File: src/rtl/mt_pkg.sv
`timescale 1ns/1ps
package mt_pkg;
  localparam int MODE_W = 3;
  localparam logic [MODE_W-1:0] MODE_TIMER  = 3'd0;
  localparam logic [MODE_W-1:0] MODE_EVENT  = 3'd2;
  localparam logic [MODE_W-1:0] MODE_WIDTH  = 3'd3;
  localparam logic [MODE_W-1:0] MODE_PERIOD = 3'd4;
endpackage

File: src/rtl/mt_edge_sync.sv
`timescale 1ns/1ps
module mt_edge_sync #(
  parameter int SYNC_STAGES = 2
) (
  input  logic clk_i,
  input  logic rst_ni,
  input  logic meas_i,
  output logic lvl_o,
  output logic rise_o,
  output logic fall_o
);
  localparam int LAST = SYNC_STAGES - 1;

  logic [LAST:0] sync_q;
  logic          prev_q;

  generate
    if (SYNC_STAGES == 1) begin : g_one
      always_ff @(posedge clk_i or negedge rst_ni)
        if (!rst_ni) sync_q <= '0;
        else         sync_q <= meas_i;
    end else begin : g_chain
      always_ff @(posedge clk_i or negedge rst_ni)
        if (!rst_ni) sync_q <= '0;
        else         sync_q <= {sync_q[LAST-1:0], meas_i};
    end
  endgenerate

  always_ff @(posedge clk_i or negedge rst_ni)
    if (!rst_ni) prev_q <= 1'b0;
    else         prev_q <= sync_q[LAST];

  assign lvl_o  = sync_q[LAST];
  assign rise_o = sync_q[LAST] & ~prev_q;
  assign fall_o = ~sync_q[LAST] & prev_q;


  edge_excl_chk: assert property (@(posedge clk_i) disable iff (!rst_ni)
    rise_o |=> !rise_o);
endmodule

File: src/rtl/mt_down_counter.sv
`timescale 1ns/1ps
module mt_down_counter #(
  parameter int CNT_W = 16
) (
  input  logic             clk_i,
  input  logic             rst_ni,
  input  logic             load_i,
  input  logic             cap_reload_i,
  input  logic             step_i,
  input  logic [CNT_W-1:0] reload_val_i,
  output logic [CNT_W-1:0] cnt_o,
  output logic             unf_o
);
  localparam logic [CNT_W-1:0] ONE = CNT_W'(1);

  logic [CNT_W-1:0] cnt_q;

  assign unf_o = step_i && !load_i && !cap_reload_i && (cnt_q == '0);

  always_ff @(posedge clk_i or negedge rst_ni) begin
    if (!rst_ni)              cnt_q <= '0;
    else if (load_i)          cnt_q <= reload_val_i;
    else if (cap_reload_i)    cnt_q <= reload_val_i;
    else if (step_i) begin
      if (cnt_q == '0)        cnt_q <= reload_val_i;
      else                    cnt_q <= cnt_q - ONE;
    end
  end

  assign cnt_o = cnt_q;


  load_val_chk: assert property (@(posedge clk_i) disable iff (!rst_ni)
    load_i |=> cnt_o == $past(reload_val_i));


  unf_reload_chk: assert property (@(posedge clk_i) disable iff (!rst_ni)
    unf_o |=> cnt_o == $past(reload_val_i));
endmodule

File: src/rtl/mt_capture.sv
`timescale 1ns/1ps
module mt_capture #(
  parameter int CNT_W = 16
) (
  input  logic             clk_i,
  input  logic             rst_ni,
  input  logic             cap_evt_i,
  input  logic             clr_i,
  input  logic [CNT_W-1:0] cnt_i,
  output logic [CNT_W-1:0] cap_o,
  output logic             flag_o,
  output logic             ovr_o
);
  logic [CNT_W-1:0] cap_q;
  logic             flag_q, ovr_q;

  always_ff @(posedge clk_i or negedge rst_ni) begin
    if (!rst_ni) begin
      cap_q  <= '0;
      flag_q <= 1'b0;
      ovr_q  <= 1'b0;
    end else if (cap_evt_i) begin
      cap_q  <= cnt_i;
      flag_q <= 1'b1;
      ovr_q  <= !clr_i && (flag_q || ovr_q);
    end else if (clr_i) begin
      flag_q <= 1'b0;
      ovr_q  <= 1'b0;
    end
  end

  assign cap_o  = cap_q;
  assign flag_o = flag_q;
  assign ovr_o  = ovr_q;


  cap_hold_chk: assert property (@(posedge clk_i) disable iff (!rst_ni)
    !cap_evt_i |=> $stable(cap_o));


  overrun_set_chk: assert property (@(posedge clk_i) disable iff (!rst_ni)
    (cap_evt_i && flag_o && !clr_i) |=> ovr_o);
endmodule

File: src/rtl/mt_measure.sv
`timescale 1ns/1ps
module mt_measure
  import mt_pkg::*;
#(
  parameter int CNT_W       = 16,
  parameter int SYNC_STAGES = 2
) (
  input  logic              clk_i,
  input  logic              rst_ni,
  input  logic              start_i,
  input  logic [MODE_W-1:0] mode_i,
  input  logic              pol_i,
  input  logic              tick_i,
  input  logic              meas_i,
  input  logic              gate_en_i,
  input  logic              gate_i,
  input  logic              load_i,
  input  logic [CNT_W-1:0]  period_i,
  input  logic              clr_cap_i,
  input  logic              clr_unf_i,
  output logic [CNT_W-1:0]  count_o,
  output logic [CNT_W-1:0]  capture_o,
  output logic              cap_flag_o,
  output logic              overrun_o,
  output logic              unf_flag_o,
  output logic              irq_o
);
  logic lvl, rise, fall;
  logic sel_edge, end_edge, active, gate_ok;
  logic step, cap_evt, cap_reload, unf_pulse;
  logic unf_q;

  mt_edge_sync #(.SYNC_STAGES(SYNC_STAGES)) u_edge (
    .clk_i  (clk_i),
    .rst_ni (rst_ni),
    .meas_i (meas_i),
    .lvl_o  (lvl),
    .rise_o (rise),
    .fall_o (fall)
  );

  assign sel_edge = pol_i ? fall : rise;
  assign end_edge = pol_i ? rise : fall;
  assign active   = lvl ^ pol_i;
  assign gate_ok  = !gate_en_i || gate_i;

  always_comb begin
    step       = 1'b0;
    cap_evt    = 1'b0;
    cap_reload = 1'b0;
    if (start_i) begin
      unique case (mode_i)
        MODE_TIMER:  step = tick_i;
        MODE_EVENT:  step = sel_edge && gate_ok;
        MODE_WIDTH: begin
          step    = tick_i && active;
          cap_evt = end_edge;
        end
        MODE_PERIOD: begin
          step       = tick_i;
          cap_evt    = sel_edge;
          cap_reload = sel_edge;
        end
        default: ;
      endcase
    end
  end

  mt_down_counter #(.CNT_W(CNT_W)) u_cnt (
    .clk_i        (clk_i),
    .rst_ni       (rst_ni),
    .load_i       (load_i),
    .cap_reload_i (cap_reload),
    .step_i       (step),
    .reload_val_i (period_i),
    .cnt_o        (count_o),
    .unf_o        (unf_pulse)
  );

  mt_capture #(.CNT_W(CNT_W)) u_cap (
    .clk_i     (clk_i),
    .rst_ni    (rst_ni),
    .cap_evt_i (cap_evt),
    .clr_i     (clr_cap_i),
    .cnt_i     (count_o),
    .cap_o     (capture_o),
    .flag_o    (cap_flag_o),
    .ovr_o     (overrun_o)
  );

  always_ff @(posedge clk_i or negedge rst_ni)
    if (!rst_ni)        unf_q <= 1'b0;
    else if (unf_pulse) unf_q <= 1'b1;
    else if (clr_unf_i) unf_q <= 1'b0;

  assign unf_flag_o = unf_q;
  assign irq_o      = cap_flag_o | unf_q;


  unf_irq_chk: assert property (@(posedge clk_i) disable iff (!rst_ni)
    unf_pulse |=> irq_o);


  stop_hold_chk: assert property (@(posedge clk_i) disable iff (!rst_ni)
    (!start_i && !load_i) |=> $stable(count_o));


  event_idle_chk: assert property (@(posedge clk_i) disable iff (!rst_ni)
    (start_i && mode_i == MODE_EVENT && !sel_edge && !load_i) |=> $stable(count_o));


  width_noreload_chk: assert property (@(posedge clk_i) disable iff (!rst_ni)
    (start_i && mode_i == MODE_WIDTH && cap_evt && !load_i) |=> $stable(count_o));
endmodule

File: config.mk
export PLATFORM = sky130hd
export DESIGN_NAME = mt_measure
export DESIGN_NICKNAME = d
export VERILOG_FILES = /design/src/rtl/mt_pkg.sv /design/src/rtl/mt_edge_sync.sv /design/src/rtl/mt_down_counter.sv /design/src/rtl/mt_capture.sv /design/src/rtl/mt_measure.sv
export SDC_FILE = /design/constraint.sdc
export NUM_CORES = 1
export LEC_CHECK = 0
export ABC_CLOCK_PERIOD_IN_PS = 2500
export BUFFER_PORTS_ARGS = -buffer_cell sky130_fd_sc_hd__buf_2
export CORE_MARGIN = 2
export CORE_UTILIZATION = 30
export CTS_BUF_LIST = sky130_fd_sc_hd__clkbuf_4 sky130_fd_sc_hd__clkbuf_8 sky130_fd_sc_hd__clkbuf_16
export DETAILED_ROUTE_END_ITERATION = 8
export GPL_TIMING_DRIVEN = 0
export SYNTH_ARGS = -nofsm -noshare
export SYNTH_HDL_FRONTEND = slang
export SYNTH_SLANG_ARGS = --single-unit
File: constraint.sdc
create_clock -name clk_i -period 2.5 [get_ports clk_i]
set_input_delay 0.5 -clock clk_i [delete_from_list [all_inputs] [get_ports clk_i]]
set_output_delay 0.5 -clock clk_i [all_outputs]
set_load 0.02 [all_outputs]
; Word-level counts from Yosys, hierarchy flattened
; Cells that the tools add are included.
[classes]
bitwise = 6
add_sub_neg = 1
muxes = 17
n_reduce_logical = 18
eq_ne = 3
[op_table]
columns = op, count
row1 = 16-bit two-way mux, 4
row2 = 16-bit logical NOT, 1
row3 = "16-bit by 1-bit subtractor with 16-bit output, second input constant", 1
row4 = 1-bit two-way mux, 11
row5 = "3-bit by 2-bit equality test with 1-bit output, second input constant", 2
row6 = 1-bit logical AND, 6
row7 = 1-bit logical NOT, 4
row8 = 2-bit nonzero test, 2
row9 = "3-bit equality test, second input constant", 1
row10 = 3-bit logical NOT, 1
row11 = 1-bit one-hot mux with 3 select lines, 1
row12 = 3-bit nonzero test, 1
row13 = 1-bit bitwise AND, 2
row14 = 1-bit logical OR, 2
row15 = 1-bit inverter, 2
row16 = 1-bit one-hot mux with 2 select lines, 1
row17 = 2-bit OR reduction, 1
row18 = 1-bit bitwise OR, 1
row19 = 1-bit bitwise XOR, 1
[word_totals]
word_cells = 52
output_inout_bits = 36
reg_bits = 38

; Logic depth before layout (Yosys ltp)
; Gate-level depths: netlist of the first run.
[logic_depth]
ltp_word = 10
ltp_mapped = 9
mapped_depth_nobuf = 7

; Modules after synthesis
; Synthesis of the first run repeated with hierarchy kept, for this count alone.
[hier_totals]
hier_cells = 194
hier_area_um2 = 2079.5
[by_module_without_submodules]
columns = module, area_per_inst_um2, cells_per_inst, seq_area_each_um2, instances
row1 = mt_down_counter, 1109.8, 131, 400.4, 1
row2 = mt_capture, 713.2, 40, 450.4, 1
row3 = mt_measure, 166.4, 18, 25.0, 1
row4 = mt_edge_sync, 90.1, 5, 75.1, 1

; Worst setup path after synthesis of the first run
; OpenSTA, ideal clock, no wires.
[synth_path]
path_kind = register to register
from = register u_cnt.cnt_q[8] (netlist: u_cnt.cnt_o[8])
to = register u_cnt.cnt_q[3] (netlist: u_cnt.cnt_o[3])
slack_ps = 347
setup_ps = 142
t_arrival_ps = 2012
synth_period_minus_slack_ps = 2153
stages_incl_launch_ff = 9
required_time_ps = 2358
n_path_buf = 3
cell_sequence = dfrtp_1 -> buf_6 -> or4_4 -> and4b_1 -> buf_6 -> a211oi_4 -> buf_6 -> o311ai_0 -> o211ai_1
[synth_via]
elab_chain_cells = 5
[synth_lines]
columns = item, line_no
row1 = from (decl), mt_down_counter.sv:16  ; logic [CNT_W-1:0] cnt_q;
row2 = from (signal assigned), mt_down_counter.sv:22  ; else if (load_i) cnt_q <= reload_val_i;
row3 = from (signal assigned), mt_down_counter.sv:23  ; else if (cap_reload_i) cnt_q <= reload_val_i;
row4 = from (signal assigned), mt_down_counter.sv:25  ; if (cnt_q == '0) cnt_q <= reload_val_i;
row5 = 16-bit logical NOT, mt_down_counter.sv:25
row6 = 16-bit two-way mux, mt_down_counter.sv:25
row7 = 16-bit two-way mux, mt_down_counter.sv:24  ; else if (step_i) begin
row8 = 16-bit two-way mux, mt_down_counter.sv:23
row9 = 16-bit two-way mux, mt_down_counter.sv:22
; No other way between the ends. The select of a mux whose other input is x is not followed.
; A chain may end at the register's enable or synchronous reset.

; Worst setup path in the final report of the first run
[layout_path]
from = input port mode_i[1]
to = register u_cap.cap_q[2] (netlist: u_cap.cap_o[2])
[layout_via]
elab_chain_cells = 3
elab_cells_between_ends = 4
[layout_lines]
columns = item, line_no
row1 = from (decl), mt_measure.sv:11  ; input logic [MODE_W-1:0] mode_i,
row2 = 3-bit equality test / 3-bit by 2-bit equality test with 1-bit output (equally long branches), mt_measure.sv:52  ; unique case (mode_i)
row3 = 1-bit one-hot mux with 2 select lines (*), mt_measure.sv:52
row4 = 1-bit two-way mux (*), mt_measure.sv:51  ; if (start_i) begin
row5 = to (signal assigned), mt_capture.sv:23  ; cap_q <= cnt_i;
row6 = to (decl), mt_capture.sv:14  ; logic [CNT_W-1:0] cap_q;
; Every way passes the cells marked *; elsewhere a longest branch is shown, timed or not.

==> out/results.txt, run 1 <==
Via density = 5.161
Period minus WS final = 2284 ps
RSZ-0062 raised after global routing = false
I/O pins = 66
RR Startpoint = u_cnt.cnt_o[8]
Count leader, synth = dfrtp_1
Fmax = 437.8 MHz
Worst path most repeated cell = buf_2
Synth unique cells = 42
Pwr Density = 790.6 nW/um^2
CP bufs+invs = 3
Ys flop type = dfrtp_1
TritonCTS clock tree = built
Post-synth EDFFs = 0
Antenna Nets Post-Route = 0
Sink Count = 38
Place WS = -87.49 ps
Vias = 1765
Worst vdd ir = 0.3215 mV
GRT Total Usage = 15.20%
Residual DRC count = 0
Die Y-Extent = 86.78 um
Seq/Total Area, Yosys = 46.26%
Crit path capture = u_cap.cap_o[2]
Post-route cell area = 2586 um^2
Layout Skew = 4.978 ps
Setup TNS = 0 ps
CP Launch Type = input pin
Status = complete, no violations
Critical setup path kind = input pin to register
Critical path depth in cells = 7
R2r endpoint = u_cnt.cnt_o[15]
Yosys warns = 0
Reg2Reg Depth = 8
Final Cycle Share = 91.36%
Num CTS Buffers = 5
Initial DRC count = 124
Area contributors post-synth = dfrtp_1 (46%), mux2_2 (8.8%), mux2i_1 (3.9%)
Ys async rst share = 100.0%
Static Leak = 0.001208 uW
Fillers = 692
Starting Density = 30.60%
Core area = 6719 um^2
Site row count = 30
Max-cap violations = 0
Max incr delay on CP = 490 ps
Critical path fanouts, max = 10
First-pass GRT wire length = 8921 um
Hold_sp = meas_i
Crit-path cells = buf_2 > nor4bb_1 > clkbuf_2 > mux2i_1 > o22ai_2 > buf_2 > mux2_2
Syn avg cell area = 10.82 um^2
Pin count of the biggest net entering global routing = 39
Worst Setup End Kind = register
Dpl cell area = 2476 um^2
Slew headroom = 42.39%
Worst Slack Setup Final = 215.9 ps
Clock H-tree levels = 2
Syn Inst Count = 190
Clock Latency Late Sink = 290 ps
Root buf cell = clkbuf_8
Hold_ws = 311.0 ps
Share of layout cells above drive strength 1 = 40.46%
CP required = 2680 ps
GPL Wtd Cong = 0.8242
DR WL/cell = 15.92 um
Initial antenna violation count = 0
Final setup fails = 0
Final HPWL DP = 3882 um
Die width = 86.78 um
CP top delay family = buffers and inverters
Reg2Reg Setup Slack = 260 ps
Vias in the first global route = 1736
Port bufs = 64
Worst-margin pin slew = 864.1 ps
Synthesized flop and latch total = 38
Cell taking the most area after synthesis = dfrtp_1
DR pass1 iterations = 4
Worst Setup SP = mode_i[1]
CP arrival = 2460 ps
Total gr overflow = 0
Top cell type's share of synthesized area = 46.26%
Slowest cell on crit path = o22ai_2
Pins Over Slew Limit = 0
Synth top cells by count = dfrtp_1 (38), mux2_2 (16), nand2_1 (16)
Bufs on Longest Clock Path = 2
N_diodes = 0
Area of the die = 7531 um^2
P&R area growth vs syn = 25.81%
Clk pin slew, worst setup/hold paths = 70 ps
DRT Wirelength = 5445 um
Hold WC Path Type = input pin to register
Syn_nets = 222
Netlist Area Pre-Place = 2056 um^2
Final #Nets = 295
Hold Vio Cnt, Final = 0
cell usage in the layout (no fill, tap or decap), types with 6 or more instances in the layout:
master / count
clkbuf_8: 6
nor3_1: 8
a21oi_1: 7
inv_1: 9
dfrtp_1: 38
nand2_1: 16
mux2_2: 16
a22oi_1: 9
nor2_1: 7
buf_2: 65
mux2i_1: 8
cell type report:
type                            count  area [um^2]  area share (%)
Buffer                             11        81.33           3.145
Clock buffer                        6        82.58           3.193
Inverter                            9        33.78           1.306
Multi-Input combinational cell    132         1002           38.75
Sequential cell                    38        950.9           36.77
Tap cell                           80        100.1           3.870
Timing Repair Buffer               66        335.3           12.97
power by group:
part | leakage, uW | switching [uW] | internal (uW)
Clock | 0.0000431 | 212 | 213
Combinational | 0.000698 | 413 | 295
Sequential | 0.000467 | 141 | 771
Total | 0.00121 | 766 | 1280
cell families after synthesis:
family          count (synthesis)  synth area share [%]
compound gates                 50                 18.62
xor+xnor                        1                0.4261
fa+ha+maj                       2                 1.217
buf+inv                        20                 5.599
flops                          38                 46.26
mux                            25                 13.33
simple gates                   54                 14.55
metal layers:
metal	routed length (um)	GRT usage (%)
met5	0	0
met3	311	3.810
met2	2467	22.97
met4	75	4.830
met1	2591	21.37
repair_timing:
item                       CTS  global route
hold buffers                 0             0
resized for setup            0             2
buffers inserted             0             2
setup endpoints to repair    0             4
worst min-delay path by stage:
stage | end | cells after the start
6_report | u_edge.sync_q[0] | 1
5_1_grt | u_edge.sync_q[0] | 1
4_1_cts | u_edge.sync_q[0] | 1
3_5_place_dp | u_edge.sync_q[1] | 0
3_3_place_gp | u_edge.sync_q[1] | 0
2_1_floorplan | u_cap.cap_o[0] | 0
sequential cells by signal, summed over array words and instances (netlist names):
| name | count |
|---|---|
| u_cnt.cnt_o | 16 |
| u_edge.sync_q | 2 |
| u_edge.prev_q | 1 |
| u_cap.flag_o | 1 |
| unf_flag_o | 1 |
| u_cap.cap_o | 16 |
| u_cap.ovr_o | 1 |
stage by stage:
step	total power (uW)	utilization, %	instances
5_1_grt	2176	38.49	342
4_1_cts	2055	38.08	340
3_5_place_dp	1630	36.85	334
3_3_place_gp	1614	36.85	334
2_1_floorplan	1356	-	190
6_report	2045	38.49	342
Power figures use the tool's default switching activity.
==> run 2: changes to the inputs <==
Settings changed: ABC_CLOCK_PERIOD_IN_PS 2500 to 2700, CORE_UTILIZATION 30 to 54, PLACE_DENSITY set to 0.84.
Clock period 2.5 ns to 2.7 ns, I/O delays scaled along.
==> run 2 against run 1 <==
Register-to-register slack improved by 70 ps. Clock skew increased by 0.75 ps. Via count increased by 4.7%. Clock power increased by 12%. Critical path depth increased by 2. Utilization increased by 31 points. Die area decreased by 43%. Clock-buffer cell count decreased by 1. Sequential share of layout area increased by 0.60 points. Combinational power decreased by 7.9%. Cell area decreased by 1.6%. Largest cell class unchanged.
==> out/results.txt, run 2 (synthesized netlist as in run 1, its figures left out) <==
P&R area growth vs syn = 23.80%
Bufs on Longest Clock Path = 2 (unchanged)
Die width = 65.70 um (-24%)
Initial antenna violation count = 0 (unchanged)
R2r endpoint = u_cnt.cnt_o[4]
CTS Hold Bufs = 0 (unchanged)
Vias in the first global route = 1677 (-3.4%)
Crit path capture = u_cnt.cnt_o[4]
Core area = 3661 um^2 (-46%)
CP arrival = 2530 ps (+70 ps)
Most frequent cells in the layout = buf_2 (65), dfrtp_1 (38), mux2_2 (16), nand2_1 (16)
Leading cell type in the layout, fill and taps excluded = buf_2
Pins Over Slew Limit = 0 (unchanged)
Antenna Nets Post-Route = 0 (unchanged)
N_diodes = 0 (unchanged)
GRT Total Usage = 24.30% (+9.1 points)
Layout Skew = 5.730 ps (+0.7515 ps)
CP Launch Type = register
Worst Setup End Kind = register
Num CTS Buffers = 5 (unchanged)
Port bufs = 64 (unchanged)
DRT Wirelength = 4859 um (-11%)
Clock Latency Late Sink = 290 ps (about the same)
Total gr overflow = 0 (unchanged)
Residual DRC count = 0 (unchanged)
Clk pin slew, worst setup/hold paths = 80 ps (about the same)
Slew headroom = 45.35% (+3.0 points)
Root buf cell = clkbuf_8
Status = complete, no violations
Worst-margin pin slew = 819.7 ps (-44.45 ps)
Pwr Density = 771.8 nW/um^2 (-2.4%)
Starting Density = 56.15% (+26 points)
Reg2Reg Setup Slack = 330 ps (+70 ps)
Via density = 5.961 (+16%)
Hold Vio Cnt, Final = 0 (unchanged)
TritonCTS clock tree = built
Fmax = 421.4 MHz
Final HPWL DP = 3426 um (-12%)
Initial DRC count = 93 (-25%)
Setup TNS = 0 ps (unchanged)
Die Y-Extent = 65.70 um (-24%)
Dpl cell area = 2436 um^2 (-1.6%)
Period minus WS final = 2373 ps
Max-cap violations = 0 (unchanged)
Worst Setup SP = u_cnt.cnt_o[0]
Hold WC Path Type = input pin to asynchronous set/reset pin
Post-CTS Resized = 0 (unchanged)
Final setup fails = 0 (unchanged)
RR Startpoint = u_cnt.cnt_o[0]
Share of layout cells above drive strength 1 = 39.69% (-0.76 points)
Final #Nets = 293 (-0.68%)
Worst vdd ir = 0.4971 mV (+55%)
Setup Fix Bufs, Post-CTS = 0 (unchanged)
GPL Wtd Cong = 0.8365 (+1.5%)
Clock H-tree levels = 2 (unchanged)
RSZ-0062 raised after global routing = false
Vias = 1848 (+4.7%)
Area of the die = 4316 um^2 (-43%)
DR WL/cell = 15.67 um (-1.6%)
Static Leak = 0.001212 uW (+0.30%)
DR pass1 iterations = 4 (unchanged)
Final Cycle Share = 87.88%
Hold_ws = 337.8 ps (+26.84 ps)
Post-route cell area = 2545 um^2 (-1.6%)
First-pass GRT wire length = 7914 um (-11%)
Critical path fanouts, max = 10 (unchanged)
CP required = 2860 ps (+180 ps)
Site row count = 22 (-27%)
Critical setup path kind = register to register
Pin count of the biggest net entering global routing = 39 (unchanged)
I/O pins = 66 (unchanged)
Sink Count = 38 (unchanged)
Reg2Reg Depth = 9 (+1)
==> run 2: how the worst min path moves through the flow <==
stage,cells past startpoint,end,start
after detailed placement,0,u_edge.sync_q[1],u_edge.sync_q[0]
after CTS,1,u_edge.sync_q[0],meas_i
after floorplan,0,u_cap.cap_o[0],rst_ni
after global routing,1,u_edge.sync_q[0],meas_i
after global placement,0,u_edge.sync_q[1],u_edge.sync_q[0]
final,1,u_cap.cap_o[11],rst_ni
==> run 2: routing by layer <==
layer | global-route usage, % | up-vias | routed length, um
met5 | 0 | - | 0
met4 | 7.813 | 0 | 71
met3 | 4.623 | 9 | 324
met2 | 39.39 | 87 | 2327
met1 | 32.85 | 893 | 2136
li1 | - | 859 | -
==> run 2: metrics by stage <==
stage	setup WS (ps)	power [uW]	std cells	util (%)
6_report	327.2	1964	310	69.51
5_1_grt	109.6	2073	310	69.51
4_1_cts	330.7	1977	310	69.51
3_5_place_dp	37.55	1504	302	66.54
3_3_place_gp	122.0	1480	302	66.54
2_1_floorplan	522.0	1256	190	-
==> run 2: where the power goes <==
part	switching (uW)	internal, uW	leakage, uW
logic	383	270	0.000687
registers	124	714	0.000467
clock network	202	272	0.0000579
==> run 2: cell type report <==
class | instances | area (um^2)
fill | 283 | 1116
multi-input combinational | 132 | 989.7
sequential | 38 | 950.9
timing repair buffer | 64 | 320.3
buffer | 11 | 81.33
clock buffer | 5 | 68.82
tap | 48 | 60.06
clock inverter | 3 | 40.04
inverter | 9 | 33.78
==> run 2: worst max-delay path: stages (launching register included) <==
cell and delay [ps]:
dfrtp_1 450, inv_1 100, ha_1 210, nor4b_1 140, and4b_1 220, buf_6 160, a211oi_4 470, buf_6 220
mux2i_1 190, o22ai_1 90
==> run 3: changes to the inputs <==
Settings changed: PLACE_DENSITY 0.84 to unset, PLACE_DENSITY_LB_ADDON set to 0.25.
==> run 3 against run 2 <==
Critical endpoint is now u_cnt.cnt_o[10]. Worst setup slack better by 65 ps. Cell area unchanged. Global-route usage fell by 0.75 points. Utilization is the same. Critical path depth fell by 3. Register-to-register slack gained 70 ps. Combinational power about the same. Hold slack gained 12 ps. Cell count unchanged.
==> out/results.txt, run 3 (synthesized netlist as in run 1, its figures left out) <==
Status = complete, no violations
Vias = 1786 (-3.4%)
First-pass GRT wire length = 7755 um (-2.0%)
Final std cells w/o fill = 310 (unchanged)
CP Launch Type = register
TritonCTS clock tree = built
GPL Wtd Cong = 0.8631 (+3.2%)
Worst-margin pin slew = 841.7 ps (+21.98 ps)
Worst vdd ir = 0.4407 mV (-11%)
Period minus WS final = 2308 ps (-65.09 ps)
GRT Total Usage = 23.55% (-0.75 points)
Antenna Nets Post-Route = 0 (unchanged)
Critical path fanouts, max = 8 (-2)
N_diodes = 0 (unchanged)
Total gr overflow = 0 (unchanged)
Seq pwr share = 42.7% (about the same)
Clk pin slew, worst setup/hold paths = 70 ps (about the same)
Post-CTS Resized = 0 (unchanged)
Reg2Reg Setup Slack = 390 ps (+70 ps)
Initial antenna violation count = 0 (unchanged)
Die Y-Extent = 65.70 um (unchanged)
Layout Skew = 3.118 ps (-2.612 ps)
Worst Setup End Kind = register
CTS Hold Bufs = 0 (unchanged)
Core area = 3661 um^2 (unchanged)
Site row count = 22 (unchanged)
Pwr Density = 769.4 nW/um^2 (-0.30%)
Num CTS Buffers = 5 (unchanged)
Vias in the first global route = 1648 (-1.7%)
Fraction of power spent switching nets = 35.96% (-0.16 points)
P&R area growth vs syn = 23.80% (unchanged)
Setup TNS = 0 ps (unchanged)
Utilization after layout = 69.51% (unchanged)
Inst Count DP = 302 (unchanged)
Die width = 65.70 um (unchanged)
Area of the die = 4316 um^2 (unchanged)
RSZ-0062 raised after global routing = false
Clock H-tree levels = 2 (unchanged)
Port bufs = 64 (unchanged)
Internal power = 1254 uW (about the same)
Met1 Resource Use GR = 33.03% (+0.19 points)
Leading cell type in the layout, fill and taps excluded = buf_2
Max-cap violations = 0 (unchanged)
Critical setup path kind = register to register
Gate power share = 33.2% (about the same)
Via density = 5.761 (-3.4%)
Met2 usage = 35.35% (-4.0 points)
CP arrival = 2460 ps (-70 ps)
Bufs on Longest Clock Path = 2 (unchanged)
Final #Nets = 293 (unchanged)
Starting Density = 56.15% (unchanged)
Residual DRC count = 0 (unchanged)
Sink Count = 38 (unchanged)
Slew headroom = 43.89% (-1.5 points)
Grt met3 use = 4.795% (+0.17 points)
R2r endpoint = u_cnt.cnt_o[10]
DRT Wirelength = 4808 um (-1.0%)
CP required = 2860 ps (about the same)
Clock Latency Late Sink = 290 ps (about the same)
Setup Fix Bufs, Post-CTS = 0 (unchanged)
I/O pins = 66 (unchanged)
Pin count of the biggest net entering global routing = 39 (unchanged)
RR Startpoint = u_cnt.cnt_o[0]
Root buf cell = clkbuf_8
Clock share of power = 24.1% (about the same)
DR WL/cell = 15.51 um (-1.0%)
Switch Pwr = 704.1 uW (-0.73%)
Most frequent cells in the layout = buf_2 (65), dfrtp_1 (38), mux2_2 (16), nand2_1 (16)
GR peak layer = met2
Static Leak = 0.001212 uW (unchanged)
Final Cycle Share = 85.47% (-2.4 points)
Fmax = 433.3 MHz (+2.8%)
Share of layout cells above drive strength 1 = 39.69% (unchanged)
Hold Vio Cnt, Final = 0 (unchanged)
DR pass1 iterations = 4 (unchanged)
Hold WC Path Type = input pin to asynchronous set/reset pin
Pins Over Slew Limit = 0 (unchanged)
Final HPWL DP = 3362 um (-1.9%)
Final setup fails = 0 (unchanged)
Initial DRC count = 113 (+22%)
Reg2Reg Depth = 6 (-3)
## run 3: stage by stage
step	setup slack, ps	power, uW	hold WS (ps)	area (um^2)
finish	392.3	1958	349.8	2545
detailed placement	96.86	1499	334.7	2436
CTS	373.3	1972	348.1	2545
global route	171.8	2069	341.8	2545
global placement	104.2	1483	333.5	2436
floorplan	522.0	1256	244.4	2056
## run 3: area by class of cell
cell class,instances,area [um^2]
Timing Repair Buffer,64,320.3
Tap cell,48,60.06
Fill cell,290,1116
Buffer,11,81.33
Inverter,9,33.78
Clock inverter,3,40.04
Clock buffer,5,68.82
Sequential cell,38,950.9
Multi-Input combinational cell,132,989.7
## run 3: power groups by stage
stage,Combinational [uW],Sequential [uW],Clock [uW]
finish,650,837,472
global route,705,860,505
CTS,654,837,481
detailed placement,651,848,0
global placement,643,840,0
floorplan,245,1010,0
## run 3: worst max-delay path, cell delays in order, from the launching register on
cell and delay [ps]:
dfrtp_1 450, inv_1 110, ha_1 200, nor4b_1 550
nand2_1 320, o311ai_0 400, o211ai_1 140
## run 3: how the worst max path moves through the flow
stage                                 end      startpoint  slack (ps)
final                     u_cnt.cnt_o[10]  u_cnt.cnt_o[0]         390
after CTS                 u_cnt.cnt_o[14]  u_cnt.cnt_o[0]         370
after global routing      u_cnt.cnt_o[10]  u_cnt.cnt_o[0]         170
after floorplan            u_cap.cap_o[0]       mode_i[1]         520
after detailed placement  u_cap.cap_o[13]       mode_i[1]         100
after global placement     u_cap.cap_o[4]       mode_i[1]         100
## run 3: per-layer routing
metal / part of all wire (%) / vias up
li1: - / 863
met1: 45 / 834
met2: 45 / 79
met3: 7.8 / 10
met4: 2.0 / 0
met5: 0 / -
